[config.mk]
export PLATFORM = sky130hd
export DESIGN_NAME = rtc_bank_ctrl
export DESIGN_NICKNAME = d
export VERILOG_FILES = /design/src/rtl/rtc_bank_pkg.sv /design/src/rtl/rtc_bank_control.sv /design/src/rtl/rtc_bank_datapath.sv /design/src/rtl/rtc_bank_ctrl.sv
export SDC_FILE = /design/constraint.sdc
export NUM_CORES = 1
export LEC_CHECK = 0
export BUFFER_PORTS_ARGS = -buffer_cell sky130_fd_sc_hd__buf_2
export CORE_ASPECT_RATIO = 0.5
export CORE_MARGIN = 2
export CORE_UTILIZATION = 50
export DETAILED_ROUTE_END_ITERATION = 8
export PLACE_DENSITY = 0.8
export REMOVE_ABC_BUFFERS = 1
export SLEW_MARGIN = 25
export SYNTH_ARGS = -nofsm -noshare
export SYNTH_HDL_FRONTEND = slang
export SYNTH_SLANG_ARGS = --single-unit
[constraint.sdc]
create_clock -name clk -period 5.1 [get_ports clk]
set_input_delay 1.02 -clock clk [delete_from_list [all_inputs] [get_ports clk]]
set_output_delay 1.02 -clock clk [all_outputs]
set_load 0.05 [all_outputs]
[src/rtl/rtc_bank_pkg.sv]
package rtc_bank_pkg;
  localparam int REGION_ENABLE = 0;
  localparam int REGION_ROM    = 1;
  localparam int REGION_SELECT = 2;
  localparam int REGION_LATCH  = 3;
  localparam int REGION_WINDOW = 5;
  localparam int CLK_REGS      = 5;

  typedef struct packed {
    logic       latchStb;
    logic       loadStb;
    logic [2:0] loadSel;
    logic [7:0] loadData;
  } rtcStrobes_t;
endpackage

[src/rtl/rtc_bank_control.sv]
module rtc_bank_control
  import rtc_bank_pkg::*;
#(
  parameter int ROM_BITS = 7,
  parameter int RAM_BITS = 2
) (
  input  logic                clk,
  input  logic                rstN,
  input  logic                wrEn,
  input  logic [2:0]          wrRegion,
  input  logic [7:0]          wrData,
  output logic [ROM_BITS-1:0] romBank,
  output logic [RAM_BITS-1:0] ramBank,
  output logic                ramEn,
  output logic                rtcSel,
  output logic [2:0]          selIdx,
  output rtcStrobes_t         strb
);
  localparam int RAM_BANKS = 1 << RAM_BITS;
  localparam logic [7:0] SEL_FIRST = 8'h08;
  localparam logic [7:0] SEL_LAST  = SEL_FIRST + 8'(CLK_REGS - 1);

  logic latched;
  logic isSelClock;
  logic isSelRam;
  logic [7:0] selOffset;

  assign isSelRam   = wrData < 8'(RAM_BANKS);
  assign isSelClock = (wrData >= SEL_FIRST) && (wrData <= SEL_LAST);
  assign selOffset  = wrData - SEL_FIRST;

  always_ff @(posedge clk) begin
    if (!rstN) begin
      romBank <= ROM_BITS'(1);
      ramBank <= '0;
      ramEn   <= 1'b0;
      rtcSel  <= 1'b0;
      selIdx  <= '0;
      latched <= 1'b0;
    end else if (wrEn) begin
      case (int'(wrRegion))
        REGION_ENABLE: begin
          if (wrData == 8'h0A) ramEn <= 1'b1;
          else if (wrData == 8'h00) ramEn <= 1'b0;
        end
        REGION_ROM: begin
          if (wrData[ROM_BITS-1:0] == '0) romBank <= ROM_BITS'(1);
          else romBank <= wrData[ROM_BITS-1:0];
        end
        REGION_SELECT: begin
          if (isSelRam) begin
            ramBank <= wrData[RAM_BITS-1:0];
            rtcSel  <= 1'b0;
          end else if (isSelClock) begin
            selIdx <= selOffset[2:0];
            rtcSel <= 1'b1;
          end
        end
        REGION_LATCH: begin
          if (latched && wrData == 8'h00) latched <= 1'b0;
          else if (!latched && wrData == 8'h01) latched <= 1'b1;
        end
        default: ;
      endcase
    end
  end

  always_comb begin
    strb.latchStb = wrEn && (int'(wrRegion) == REGION_LATCH) && !latched && (wrData == 8'h01);
    strb.loadStb  = wrEn && (int'(wrRegion) == REGION_WINDOW) && ramEn && rtcSel;
    strb.loadSel  = selIdx;
    strb.loadData = wrData;
  end
endmodule

[src/rtl/rtc_bank_datapath.sv]
module rtc_bank_datapath
  import rtc_bank_pkg::*;
#(
  parameter int SEC_LIMIT  = 60,
  parameter int MIN_LIMIT  = 60,
  parameter int HOUR_LIMIT = 24
) (
  input  logic        clk,
  input  logic        rstN,
  input  logic        tick,
  input  rtcStrobes_t strb,
  input  logic        readOpen,
  input  logic [2:0]  selIdx,
  output logic [7:0]  rdData
);
  localparam int DAY_BITS = 9;
  localparam logic [DAY_BITS-1:0] DAY_LAST = '1;

  logic [5:0] sec, min;
  logic [4:0] hour;
  logic [DAY_BITS-1:0] day;
  logic halt, dayCarry;
  logic secWrap, minWrap, hourWrap, dayWrap;
  logic [7:0] curView [CLK_REGS];
  logic [7:0] latView [CLK_REGS];

  assign secWrap  = int'(sec) >= SEC_LIMIT - 1;
  assign minWrap  = secWrap && (int'(min) >= MIN_LIMIT - 1);
  assign hourWrap = minWrap && (int'(hour) >= HOUR_LIMIT - 1);
  assign dayWrap  = hourWrap && (day == DAY_LAST);

  always_ff @(posedge clk) begin
    if (!rstN) begin
      sec <= '0; min <= '0; hour <= '0; day <= '0;
      halt <= 1'b0; dayCarry <= 1'b0;
    end else if (strb.loadStb) begin
      case (strb.loadSel)
        3'd0: sec  <= strb.loadData[5:0];
        3'd1: min  <= strb.loadData[5:0];
        3'd2: hour <= strb.loadData[4:0];
        3'd3: day[7:0] <= strb.loadData;
        3'd4: begin
          day[8]   <= strb.loadData[0];
          halt     <= strb.loadData[6];
          dayCarry <= strb.loadData[7];
        end
        default: ;
      endcase
    end else if (tick && !halt) begin
      sec <= secWrap ? '0 : sec + 6'd1;
      if (secWrap) min <= minWrap ? '0 : min + 6'd1;
      if (minWrap) hour <= hourWrap ? '0 : hour + 5'd1;
      if (hourWrap) day <= day + 1'b1;
      if (dayWrap) dayCarry <= 1'b1;
    end
  end

  always_comb begin
    curView[0] = {2'b00, sec};
    curView[1] = {2'b00, min};
    curView[2] = {3'b000, hour};
    curView[3] = day[7:0];
    curView[4] = {dayCarry, halt, 5'b00000, day[8]};
  end

  for (genvar g = 0; g < CLK_REGS; g++) begin : g_shadow
    always_ff @(posedge clk) begin
      if (!rstN) latView[g] <= '0;
      else if (strb.latchStb) latView[g] <= curView[g];
    end
  end

  always_comb begin
    rdData = 8'hFF;
    if (readOpen && int'(selIdx) < CLK_REGS) rdData = latView[selIdx];
  end
endmodule

[src/rtl/rtc_bank_ctrl.sv]
module rtc_bank_ctrl
  import rtc_bank_pkg::*;
#(
  parameter int ROM_BITS = 7,
  parameter int RAM_BITS = 2
) (
  input  logic                clk,
  input  logic                rstN,
  input  logic                wrEn,
  input  logic [15:0]         wrAddr,
  input  logic [7:0]          wrData,
  input  logic [15:0]         rdAddr,
  input  logic                tick,
  output logic [ROM_BITS-1:0] romBank,
  output logic [RAM_BITS-1:0] ramBank,
  output logic                ramEn,
  output logic                rtcSel,
  output logic [7:0]          rdData
);
  rtcStrobes_t strb;
  logic [2:0] selIdx;
  logic readOpen;
  logic unusedAddrBits;

  assign unusedAddrBits = ^{wrAddr[12:0], rdAddr[12:0]};
  assign readOpen = ramEn && rtcSel && (int'(rdAddr[15:13]) == REGION_WINDOW);

  rtc_bank_control #(.ROM_BITS(ROM_BITS), .RAM_BITS(RAM_BITS)) u_ctrl (
    .clk(clk), .rstN(rstN), .wrEn(wrEn), .wrRegion(wrAddr[15:13]),
    .wrData(wrData), .romBank(romBank), .ramBank(ramBank), .ramEn(ramEn),
    .rtcSel(rtcSel), .selIdx(selIdx), .strb(strb)
  );

  rtc_bank_datapath u_dp (
    .clk(clk), .rstN(rstN), .tick(tick), .strb(strb),
    .readOpen(readOpen), .selIdx(selIdx), .rdData(rdData)
  );
endmodule

[Word level (Yosys, flattened, before mapping)]
Memory sizes are Yosys's and may differ from the RTL's. A register that Yosys moved wholly into a read port is not among the register bits.
Cells that the tools add are included.
Operators by class
  add/subtract/negate cells: 5
  order comparisons: 7
  equality and inequality tests: 18
  multiplexer cells: 42
  bitwise operators: 6
  reduce and logical (&&, ||, !) cells: 43
Operators by type and width (number)
  8-bit 2-to-1 mux: 7
  6-bit 2-to-1 mux: 9
  9-bit 2-to-1 mux: 3
  3-bit AND reduction: 9
  5-bit 2-to-1 mux: 5
  1-bit logical AND: 16
  2-bit nonzero test: 8
  1-bit 2-to-1 mux: 15
  6-bit by 1-bit adder with 6-bit output, second input constant: 2
  3-bit by 2-bit equality test with 1-bit output, second input constant: 4
  3-bit equality test, second input constant: 4
  6-bit greater-or-equal comparator, second input constant: 2
  2-bit by 1-bit != test with 1-bit output, second input constant: 5
  9-bit by 1-bit adder with 9-bit output, second input constant: 1
  9-bit equality test, second input constant: 1
  8-bit by 1-bit equality test with 1-bit output, second input constant: 1
  8-bit by 4-bit equality test with 1-bit output, second input constant: 1
  8-bit by 4-bit greater-or-equal comparator with 1-bit output, second input constant: 1
  8-bit by 4-bit less-or-equal comparator with 1-bit output, second input constant: 1
  8-bit logical NOT: 1
  8-bit by 3-bit less-than comparator with 1-bit output, second input constant: 1
  7-bit logical NOT: 1
  7-bit 2-to-1 mux: 1
  3-bit by 1-bit equality test with 1-bit output, second input constant: 2
  other kinds (11): 20
Word-level totals
  flip-flop bits (word level): 43
  bits in writable memories: 40
  bits of input ports: 44
  output and inout bits: 19
  word-level logic and storage cells: 135
  memories kept: 1
Memory list
  u_dp.latView: depth 5, width 8, read ports 1, clocked after memory_dff 1, wr ports 5, RTL line rtc_bank_datapath.sv:25  | logic [7:0] latView [CLK_REGS];

[Depth between registers and ports, before layout]
Gate-level depths: netlist of run 1.
  word-level depth: 8
  mapped depth: 8
  gate-level depth less buffers: 7

[Cells and area by module]
From an unflattened synthesis of run 1, not the netlist that was laid out.
Unflattened totals
  cell total of the unflattened synthesis: 396
  area, all modules: 3806.2 sq um
Modules (own cells, without submodules)
  rtc_bank_datapath: times used 1, cells each 312, area each 3025.4 sq um, seq. area each 1401.3 sq um
  rtc_bank_control: times used 1, cells each 82, area each 770.7 sq um, seq. area each 300.3 sq um
  rtc_bank_ctrl: times used 1, cells each 2, area each 10.0 sq um, seq. area each 0.0 sq um

[Worst setup path after synthesis of run 1]
No wires, ideal clock.
  kind: input -> register
  start: in wrAddr[15]
  end: mem u_dp.latView[0][0] (enable)
  library setup time: 452 ps
  data arrival time: 3739 ps
  required time: 4648 ps
  setup slack: 909 ps
  stages: 4
  path through: nor3b_1 > and3_1 > nand3_1 > o21ai_0
RTL lines
  start: declaration: RTL line rtc_bank_ctrl.sv:10  | input logic [15:0] wrAddr,
  end: declaration: RTL line rtc_bank_datapath.sv:25

[Worst setup path in the final report of run 1]
  start: in rdAddr[14]
  end: out rdData[2]
On the way
  longest elaborated chain between the ends: 4
RTL lines
  start: declaration: RTL line rtc_bank_ctrl.sv:12  | input logic [15:0] rdAddr,
  3-bit equality test: RTL line rtc_bank_ctrl.sv:26  | assign readOpen = ramEn && rtcSel && (int'(rdAddr[15:13]) == REGION_WINDOW);
  1-bit logical AND: RTL line rtc_bank_ctrl.sv:26
  1-bit logical AND: RTL line rtc_bank_datapath.sv:75  | if (readOpen && int'(selIdx) < CLK_REGS) rdData = latView[selIdx];
  8-bit 2-to-1 mux: RTL line rtc_bank_datapath.sv:75
  end: declaration: RTL line rtc_bank_ctrl.sv:18  | output logic [7:0] rdData
No other way between the ends.

==> results of run 1 <==
state kept, by name (all words and copies together), names as in the netlist, named ones only:
signal and cells:
u_ctrl.latched 1, u_ctrl.ramBank 2, u_ctrl.rtcSel 1, u_dp.latView 28
u_ctrl.selIdx 3, u_dp.min 6, u_dp.day 9, u_ctrl.ramEn 1
u_dp.halt 1, u_ctrl.romBank 7, u_dp.dayCarry 1, u_dp.hour 5
u_dp.sec 6
cells by family (layout without fill, tap and decap cells):
kind of cell               after synthesis  count (layout)  synth area share, %
and+or+nand+nor                        160             160                22.45
muxes                                   23              23                7.791
AOI/OAI and AO/OA                       91              91                17.04
adders and majority gates                5               5                1.651
DFF                                     74              74                46.48
xor gates and xnor gates                 4               4               0.9246
buffers and inverters                   32              64                3.664
cell usage in the layout (no fill, tap or decap), drive strengths merged, types with 2 or more instances in the layout:
master	instances
nand4	3
ha	5
o31ai	6
clkinv	3
nand2b	4
a311oi	2
mux2	2
nand3	18
and2	32
a211oi	3
a21oi	12
dfxtp	46
o22ai	3
o21ai	33
nor2	31
clkbuf	10
nand2	33
xor2	2
o211ai	9
and3	7
o311a	2
nor3	13
xnor2	2
nand4b	3
edfxtp	28
a31oi	5
nor4	3
inv	9
a32o	2
mux2i	16
mux4	5
clkinvlp	2
nor3b	4
o221ai	2
o2111ai	3
buf	39
and4b	2
per-stage QoR:
| step | power, uW | worst slack (ns) | std cells |
|---|---|---|---|
| 4_1_cts | 1324 | 1.956 | 517 |
| 2_1_floorplan | 685.3 | 0.9085 | 366 |
| 6_report | 1320 | 1.974 | 517 |
| 3_3_place_gp | 713.2 | 1.990 | 501 |
| 5_1_grt | 1361 | 1.821 | 517 |
| 3_5_place_dp | 714.6 | 1.954 | 501 |
critical path, delay by kind of cell:
kind	cells	cell delay [ns]
AND/OR/NAND/NOR	2	0.56
AO/OA/AOI/OAI	1	0.18
buffers and inverters	2	0.34
final timing paths:
| check | to | slack [ns] |
|---|---|---|
| worst max-delay path | rdData[2] | 1.97 |
| worst max register to register | u_dp.day[4] | 2.87 |
| worst min register to register | u_ctrl.ramBank[1] | 0.49 |
| worst min-delay path | u_ctrl.ramBank[1] | 0.49 |
area by class of cell:
cell class	instances	share of cell area, %
multi-input cells	283	44.14
flip-flops and latches	74	40.75
clock buffers	10	5.297
repair buffers	39	4.689
well taps	96	2.779
clock inverters	6	1.563
inverters	9	0.7815
metal layers:
metal | up-vias | GRT usage, % | wire (um)
met4 | 0 | 9.203 | 164
met2 | 143 | 32.59 | 3732
met5 | - | 0 | 0
met1 | 1438 | 33.32 | 4353
li1 | 1504 | - | -
met3 | 17 | 4.805 | 689
where the power goes:
part	switching (uW)	internal, uW
clock network	237	379
logic	40.6	22.3
registers	13.3	628
total	291	1030
==> results.toml, run 1 <==
[clocking]
ctsResizeCount = 0
cts_buffers = 9
cts_setup_buffers = 0
cts_sinks = 74
cts_buffer_depth = 2
clk_pin_slew_worst_paths_ns = 0.06
h-tree-depth = 3
cts-root-buf = "clkbuf_16"
cts-hold-fix-buffers = 0
clkLatencyLatePin_ns = 0.33
cts_tree = "built"

[setup_path]
crit_path_max_fanout = 8
path_cells = "buf_2 -> nor3b_1 -> and3_1 -> o21ai_0 -> buf_2"
cp-startpoint = "rdAddr[14]"
slowest_delay_ns = 0.39
worstPathRequired_ns = 4.08
r2r-start = "u_dp.sec[0]"
slowest_stage = "and3_1"
cpMostUsedCell = "buf_2"
cp.arrival_ns = 2.11
cp-end-kind = "primary output"
r2r_cells = 6
crit_type = "in -> out"
start_kind = "primary input"

[logic_synthesis]
synth.cell_area_um2 = 3790
synth_common_cells = "dfxtp_1 (46), nand2_1 (33), and2_1 (32), nor2_1 (31), o21ai_0 (29)"
avgSynthCellArea_um2 = 9.743
ys_ff_latch = 74
postSynth.asyncResetShare_pct = 0
synth_cell_type_count = 61
yosysMostFrequentCell = "dfxtp_1"
synth-seq-area-share_pct = 46.48
synth_area_leaders = "dfxtp_1 (24%), edfxtp_1 (22%), and2_1 (5.3%)"
synth_edf_count = 28
synthCells = 389
synth.top_cell.area_share_pct = 24.30
ys.flop_type = "dfxtp_1"
yosys_warnings = 0
yosys.area.top_type = "dfxtp_1"

[timing]
relSlewSlack_pct = 44.37
fmax_ghz = 0.3199
hold_slack_ns = 0.4850
hold_viol_final = 0
period_share_pct = 61.29
tns_ns = 0
clock_skew_ns = 0.005217
rsz0062_at_grt = "no"
maxSlewViolCount = 0
setup_viol = 0
tightest_slew_ns = 0.8317
period_minus_slack_ns = 3.126

[die]
core_area_um2 = 7350
die-area_um2 = 8334
die_y_um = 65.56
start_util_pct = 51.57
rows = 22
dieWidth_um = 127.1
num_io_pins = 63

[global_routing]
grt_pass1_vias = 2796
antenna_found_initial = 0
grt_use_total_pct = 22.69
overflow = 0
grt_max_degree = 34
grt_pass1_wl_um = 14400

[outcome]
status = "finished clean"

[place]
placed_area_um2 = 4018
place_congestion = 0.8442
io_buffer_count = 36
dp_hpwl_um = 6125

[finish]
fillers = 635
nNetsFinal = 465
num_antenna_cells = 0
seq_area_um2 = 1762
area_growth_pct = 14.06
multi_input_area_um2 = 1908
fin_util_pct = 58.82
drive_gt1_share_pct = 17.10
postLayoutCellArea_um2 = 4323

[drt]
vias = 3102
antenna_left = 0
vias_per_cell = 6.000
wl_per_cell_um = 17.29
drc_errors = 0
dr.pass1.iters = 5
drt-total-wl_um = 8940
drtIter0Drc = 286

[hold_path]
worst_hold_path_type = "reg -> reg"
hold-path-cell-count = 2
hold_start = "u_ctrl.ramBank[1]"

[pwr]
vdd_drop_max_uv = 187.5
power_density_nw_per_um2 = 305.3
leakagePower_uw = 0.001569

[flow_run]
drv_cap = 0
No activity file was read; power rests on OpenSTA's default activity.
==> run 2, diff against run 1 <==
--- a/config.mk
+++ b/config.mk
@@ -5,6 +5,7 @@
 export SDC_FILE = /design/constraint.sdc
 export NUM_CORES = 1
 export LEC_CHECK = 0
+export ABC_AREA = 1
 export BUFFER_PORTS_ARGS = -buffer_cell sky130_fd_sc_hd__buf_2
 export CORE_ASPECT_RATIO = 0.5
 export CORE_MARGIN = 2
==> constraint.sdc (replaced) <==
create_clock -name clk -period 3.15 [get_ports clk]
set_input_delay 0.63 -clock clk [delete_from_list [all_inputs] [get_ports clk]]
set_output_delay 0.63 -clock clk [all_outputs]
set_load 0.05 [all_outputs]
==> run 2 against run 1 <==
Via count up 13%; register-to-register slack worse by 1.8 ns; largest cell class unchanged; synthesized cell count up 31%; design area up 2.1%; critical endpoint is now rdData[5]; setup slack worse by 1.4 ns; first-iteration DRC count down 15%.
==> results.toml, run 2 <==
[die]
core_area_um2 = 7432
start_util_pct = 52.42
die-area_um2 = 8558
die_y_um = 66.42
num_io_pins = 63
rows = 22
dieWidth_um = 128.8

[hold_path]
worst_hold_path_type = "reg -> reg"
hold_start = "u_ctrl.romBank[0]"

[pwr]
seq_power_share_pct = 48.0
switching_share_pct = 22.47
power_density_nw_per_um2 = 483.1
switchingPower_uw = 479.0
leakagePower_uw = 0.001815
intPower_uw = 1653
clkPwrFrac_pct = 47.3
power_frac_comb_pct = 4.7
vdd_drop_max_uv = 247.5

[finish]
num_antenna_cells = 0
largest_reg_flops = 28
final_cells = 645
nNetsFinal = 593
area_growth_pct = 13.26
reg_top3 = "u_dp.latView (28), u_dp.day (9), u_ctrl.romBank (7)"
mostFrequentLayoutCell = "nand2_1"
fillers = 647
final_cell_mix = "nand2_1 (91), nor2_1 (79), inv_1 (65)"
drive_gt1_share_pct = 16.76
multi_input_area_um2 = 1787
seq_area_um2 = 1762
largest_register = "u_dp.latView"

[setup_path]
cp-end-kind = "primary output"
r2r-start = "u_ctrl.rtcSel"
crit_path_max_fanout = 14
cp.arrival_ns = 1.96
crit_type = "reg -> out"
worstPathRequired_ns = 2.52
start_kind = "register"

[logic_synthesis]
ys_ff_latch = 74
synth.cell_area_um2 = 3896
synth_edf_count = 28
synth-seq-area-share_pct = 45.22
synthAdderAreaFrac_pct = 1.606
synth_compound_area_share_pct = 14.58
postSynth.asyncResetShare_pct = 0
synth_top_family_by_area = "simple AND/OR/NAND/NOR gates"
synth_cell_type_count = 39
synth-simple-area-share_pct = 28.32
yosysMostFrequentCell = "nand2_1"
synth.top_cell.area_share_pct = 23.64
yosys.area.top_type = "dfxtp_1"
ys.flop_type = "dfxtp_1"
muxShareOfSynthArea_pct = 0
avgSynthCellArea_um2 = 7.640
synthCells = 510
synth_xor_area_share_pct = 1.349
yosys_warnings = 0
synth_area_leaders = "dfxtp_1 (24%), edfxtp_1 (22%), nand2_1 (8.8%)"
synth_common_cells = "nand2_1 (91), nor2_1 (79), inv_1 (65), a21oi_1 (46), dfxtp_1 (46)"

[drt]
antenna_left = 0
vias_per_cell = 5.434
vias = 3505
drc_errors = 0
dr.pass1.iters = 5
drt-total-wl_um = 9141
drtIter0Drc = 242
wl_per_cell_um = 14.17

[clocking]
clk_pin_slew_worst_paths_ns = 0.06
cts-root-buf = "clkbuf_16"
cts_setup_buffers = 0
cts-hold-fix-buffers = 0
cts_buffers = 9
h-tree-depth = 3
cts_buffer_depth = 2
clkLatencyLatePin_ns = 0.34
cts_tree = "built"
ctsResizeCount = 0
cts_sinks = 74

[timing]
period_share_pct = 82.19
setup_viol = 0
rsz0062_at_grt = "no"
tightest_slew_ns = 0.6768
maxSlewViolCount = 0
fmax_ghz = 0.3863
period_minus_slack_ns = 2.589
tns_ns = 0
relSlewSlack_pct = 54.71
hold_viol_final = 0
clock_skew_ns = 0.005765

[global_routing]
grt_pass1_wl_um = 15260
overflow = 0
grt_pass1_vias = 3177
grt_max_degree = 41
grt_use_total_pct = 23.29
antenna_found_initial = 0

[place]
dpl.cell_count = 629
place_congestion = 0.9282
io_buffer_count = 36
dp_hpwl_um = 6528

[outcome]
status = "finished clean"

[flow_run]
drv_cap = 0
-- run 2: final timing paths --
path	endpoint	slack, ns	cells past startpoint
worst max-delay path	rdData[5]	0.56	6
worst min-delay path	u_ctrl.romBank[0]	0.49	2
worst max register to register	u_dp.day[3]	1.07	10
worst min register to register	u_ctrl.romBank[0]	0.49	2
-- run 2: metal layers --
layer,share of wire [%],vias up,GRT usage [%],wire length (um)
met5,0,-,0,0
met4,1.6,0,5.571,145
met3,7.5,18,5.906,686
met2,43,131,36.18,3905
met1,48,1614,32.69,4403
li1,-,1742,-,-
-- run 2: final cells by class --
class / count / share of cell area, %
Clock buffer: 9 / 5.103
Clock inverter: 7 / 1.559
Inverter: 68 / 5.784
Multi-Input combinational cell: 353 / 40.49
Sequential cell: 74 / 39.92
Tap cell: 96 / 2.722
Timing Repair Buffer: 38 / 4.423
-- run 2: cells by family (layout without fill, tap and decap cells) --
| kind of cell | after synthesis | in the layout |
|---|---|---|
| compound gates | 103 | 103 |
| xor+xnor | 6 | 6 |
| fa+ha+maj | 5 | 5 |
| buf+inv | 83 | 122 |
| flops | 74 | 74 |
| simple gates | 239 | 239 |
-- run 2: power groups by stage --
stage               clock (uW)  sequential (uW)  combinational (uW)
global route              1060             1030                 112
detailed placement           0             1040                98.8
CTS                       1020             1020                99.7
floorplan                    0             1050                49.3
finish                    1010             1020                 100
global placement             0             1040                97.6
-- run 2: through the flow --
stage          util (%)  cell area (um2)  power [uW]  hold slack, ns  setup WS (ns)
6_report          59.38             4413        2132          0.4948         0.5612
5_1_grt           59.38             4413        2195          0.5396         0.3842
4_1_cts           59.38             4413        2139          0.4910         0.5628
3_5_place_dp      55.42             4119        1143          0.4690         0.7659
3_3_place_gp      55.42             4119        1141          0.4631         0.8046
2_1_floorplan         -             3804        1100          0.4596         0.8781
-- run 2: critical path: stages, from the launching register on --
cell      delay, ns
dfxtp_1        0.59
clkinv_1       0.37
nor2_1         0.17
o21ai_0        0.12
nand2_1        0.08
nand2_1        0.06
buf_2          0.24
==> run 3, diff against run 2 <==
--- a/config.mk
+++ b/config.mk
@@ -5,7 +5,7 @@
 export SDC_FILE = /design/constraint.sdc
 export NUM_CORES = 1
 export LEC_CHECK = 0
-export ABC_AREA = 1
+export ABC_AREA = 0
 export BUFFER_PORTS_ARGS = -buffer_cell sky130_fd_sc_hd__buf_2
 export CORE_ASPECT_RATIO = 0.5
 export CORE_MARGIN = 2
==> constraint.sdc (replaced) <==
create_clock -name clk -period 2.5 [get_ports clk]
set_input_delay 0.5 -clock clk [delete_from_list [all_inputs] [get_ports clk]]
set_output_delay 0.5 -clock clk [all_outputs]
set_load 0.05 [all_outputs]
==> run 3 against run 2 <==
Clock skew shrank 0.0012 ns; sequential cell count is the same; total power grew 29%; first-iteration DRC count grew 50%; design area is the same; critical path type unchanged; core utilization grew 0.67 points; register-to-register slack lost 0.82 ns; global-route usage grew 0.41 points; routed wire length is essentially flat; sequential share of layout area is essentially flat; critical path depth shrank 2.
==> results.toml, run 3 (synthesized netlist as in run 1, its figures left out) <==
[place]
dpl_worst_slack_ns = 0.3000
io_buffer_count = 36
dp_hpwl_um = 6342
place_congestion = 0.8804
dpl.cell_count = 510
placed_area_um2 = 4110

[timing]
period_share_pct = 92.46
setup_viol = 0
maxSlewViolCount = 0
relSlewSlack_pct = 56.23
period_minus_slack_ns = 2.312
fmax_ghz = 0.4326
tightest_slew_ns = 0.6537
setup_ws_ns = 0.1885
clock_skew_ns = 0.004570
hold_viol_final = 0
rsz0062_at_grt = "no"

[clocking]
cts_sinks = 74
cts-root-buf = "clkbuf_16"
h-tree-depth = 3
cts_buffers = 9
clk_pin_slew_worst_paths_ns = 0.06
cts-hold-fix-buffers = 0
cts_buffer_depth = 2
ctsResizeCount = 0
cts_setup_buffers = 0
cts_tree = "built"
clkLatencyLatePin_ns = 0.34

[pwr]
switchingPower_uw = 635.4
vdd_drop_max_uv = 342.0
power_frac_comb_pct = 4.9
intPower_uw = 2110
switching_share_pct = 23.14
leakagePower_uw = 0.001619
power_density_nw_per_um2 = 622.1
clkPwrFrac_pct = 47.4
seq_power_share_pct = 47.6

[finish]
nNetsFinal = 474
drive_gt1_share_pct = 19.07
postLayoutCellArea_um2 = 4413
num_antenna_cells = 0
seq_area_um2 = 1763
final_cell_mix = "dfxtp_1 (45), buf_2 (36), nand2_1 (33)"
reg_top3 = "u_dp.latView (28), u_dp.day (9), u_ctrl.romBank (7)"
mostFrequentLayoutCell = "dfxtp_1"
largest_reg_flops = 28
fillers = 598
area_growth_pct = 16.44
final_cells = 526
largest_register = "u_dp.latView"
multi_input_area_um2 = 1899

[die]
core_area_um2 = 7350
dieWidth_um = 127.1
rows = 22
die-area_um2 = 8334
start_util_pct = 51.57
die_y_um = 65.56
num_io_pins = 63

[setup_path]
r2r_end = "u_dp.day[2]"
r2r_cells = 6
cp-end-kind = "primary output"
reg2reg_slack_ns = 0.25
path_cells = "mux2_2 -> a22oi_1 -> o21ai_0 -> buf_2"
r2r-start = "u_dp.sec[0]"
crit_end = "rdData[5]"
crit_type = "reg -> out"
start_kind = "register"
cp.arrival_ns = 1.81
crit_path_max_fanout = 9
slowest_stage = "dfxtp_1"
worstPathRequired_ns = 2.00
slowest_delay_ns = 0.58

[global_routing]
grt_pass1_wl_um = 14970
overflow = 0
grt_use_total_pct = 23.69
grt_max_degree = 33
antenna_found_initial = 0
grt_pass1_vias = 2817

[drt]
vias = 3139
dr.pass1.iters = 5
drt-total-wl_um = 9150
met1_length_um = 4406
topRoutingLayerUsed = "met4"
drc_errors = 0
vias_per_cell = 5.968
wl_met3_um = 704
wl_met2_um = 3954
wl_per_cell_um = 17.40
antenna_left = 0
drtIter0Drc = 362

[flow_run]
drv_cap = 0

[outcome]
status = "finished clean"

[hold_path]
worst_hold_path_type = "in -> reg"
-- run 3: cell count changes in the layout (fill, tap and decap cells not counted), sizes merged, moves of 10 or more --
cell | previous run | this run
and2 | 0 | 32
nor2 | 95 | 31
nand3 | 32 | 18
a21oi | 49 | 12
buf | 38 | 48
mux2i | 0 | 16
o21ai | 43 | 33
nand2 | 95 | 33
inv | 68 | 12
-- run 3: area by class of cell --
cell class / instances / area share, %
Timing Repair Buffer: 48 / 6.691
Sequential cell: 74 / 39.95
Clock buffer: 9 / 5.103
Clock inverter: 7 / 1.730
Inverter: 9 / 0.7655
Tap cell: 96 / 2.722
Multi-Input combinational cell: 283 / 43.04
-- run 3: how the worst min path moves through the flow --
stage / from / to / slack (ns) / depth (start not counted)
floorplan: u_ctrl.latched / u_ctrl.latched / 0.45 / 2
detailed placement: u_ctrl.rtcSel / u_ctrl.rtcSel / 0.46 / 2
CTS: wrData[4] / u_ctrl.romBank[4] / 0.47 / 3
global placement: u_ctrl.rtcSel / u_ctrl.rtcSel / 0.46 / 2
finish: wrData[4] / u_ctrl.romBank[4] / 0.47 / 3
global route: wrData[7] / u_dp.dayCarry / 0.50 / 3
-- run 3: power groups by stage --
stage	sequential [uW]	clock (uW)	combinational, uW
2_1_floorplan	1330	0	64.2
4_1_cts	1310	1310	134
3_5_place_dp	1330	0	133
6_report	1310	1300	135
3_3_place_gp	1330	0	130
5_1_grt	1310	1370	146
-- run 3: metrics by stage --
step	hold slack (ns)	utilization (%)	setup TNS (ns)	total power (uW)
after floorplan	0.4543	-	-32.80	1398
after global placement	0.4645	55.92	0	1461
after detailed placement	0.4641	55.92	0	1465
after CTS	0.4653	60.03	0	2750
after global routing	0.4978	60.04	0	2832
final	0.4692	60.04	0	2745
-- run 3: worst max-delay path, delay by kind of cell, from the launching register on --
family | cells | cell delay [ns]
buffers and inverters | 1 | 0.23
AOI/OAI and AO/OA | 2 | 0.26
muxes | 1 | 0.39
DFF | 1 | 0.58
-- run 3: metal layers --
metal,vias to the layer above,global-route usage (%)
li1,1519,-
met3,10,6.515
met4,0,6.731
met5,-,0
met2,120,35.42
met1,1490,33.83
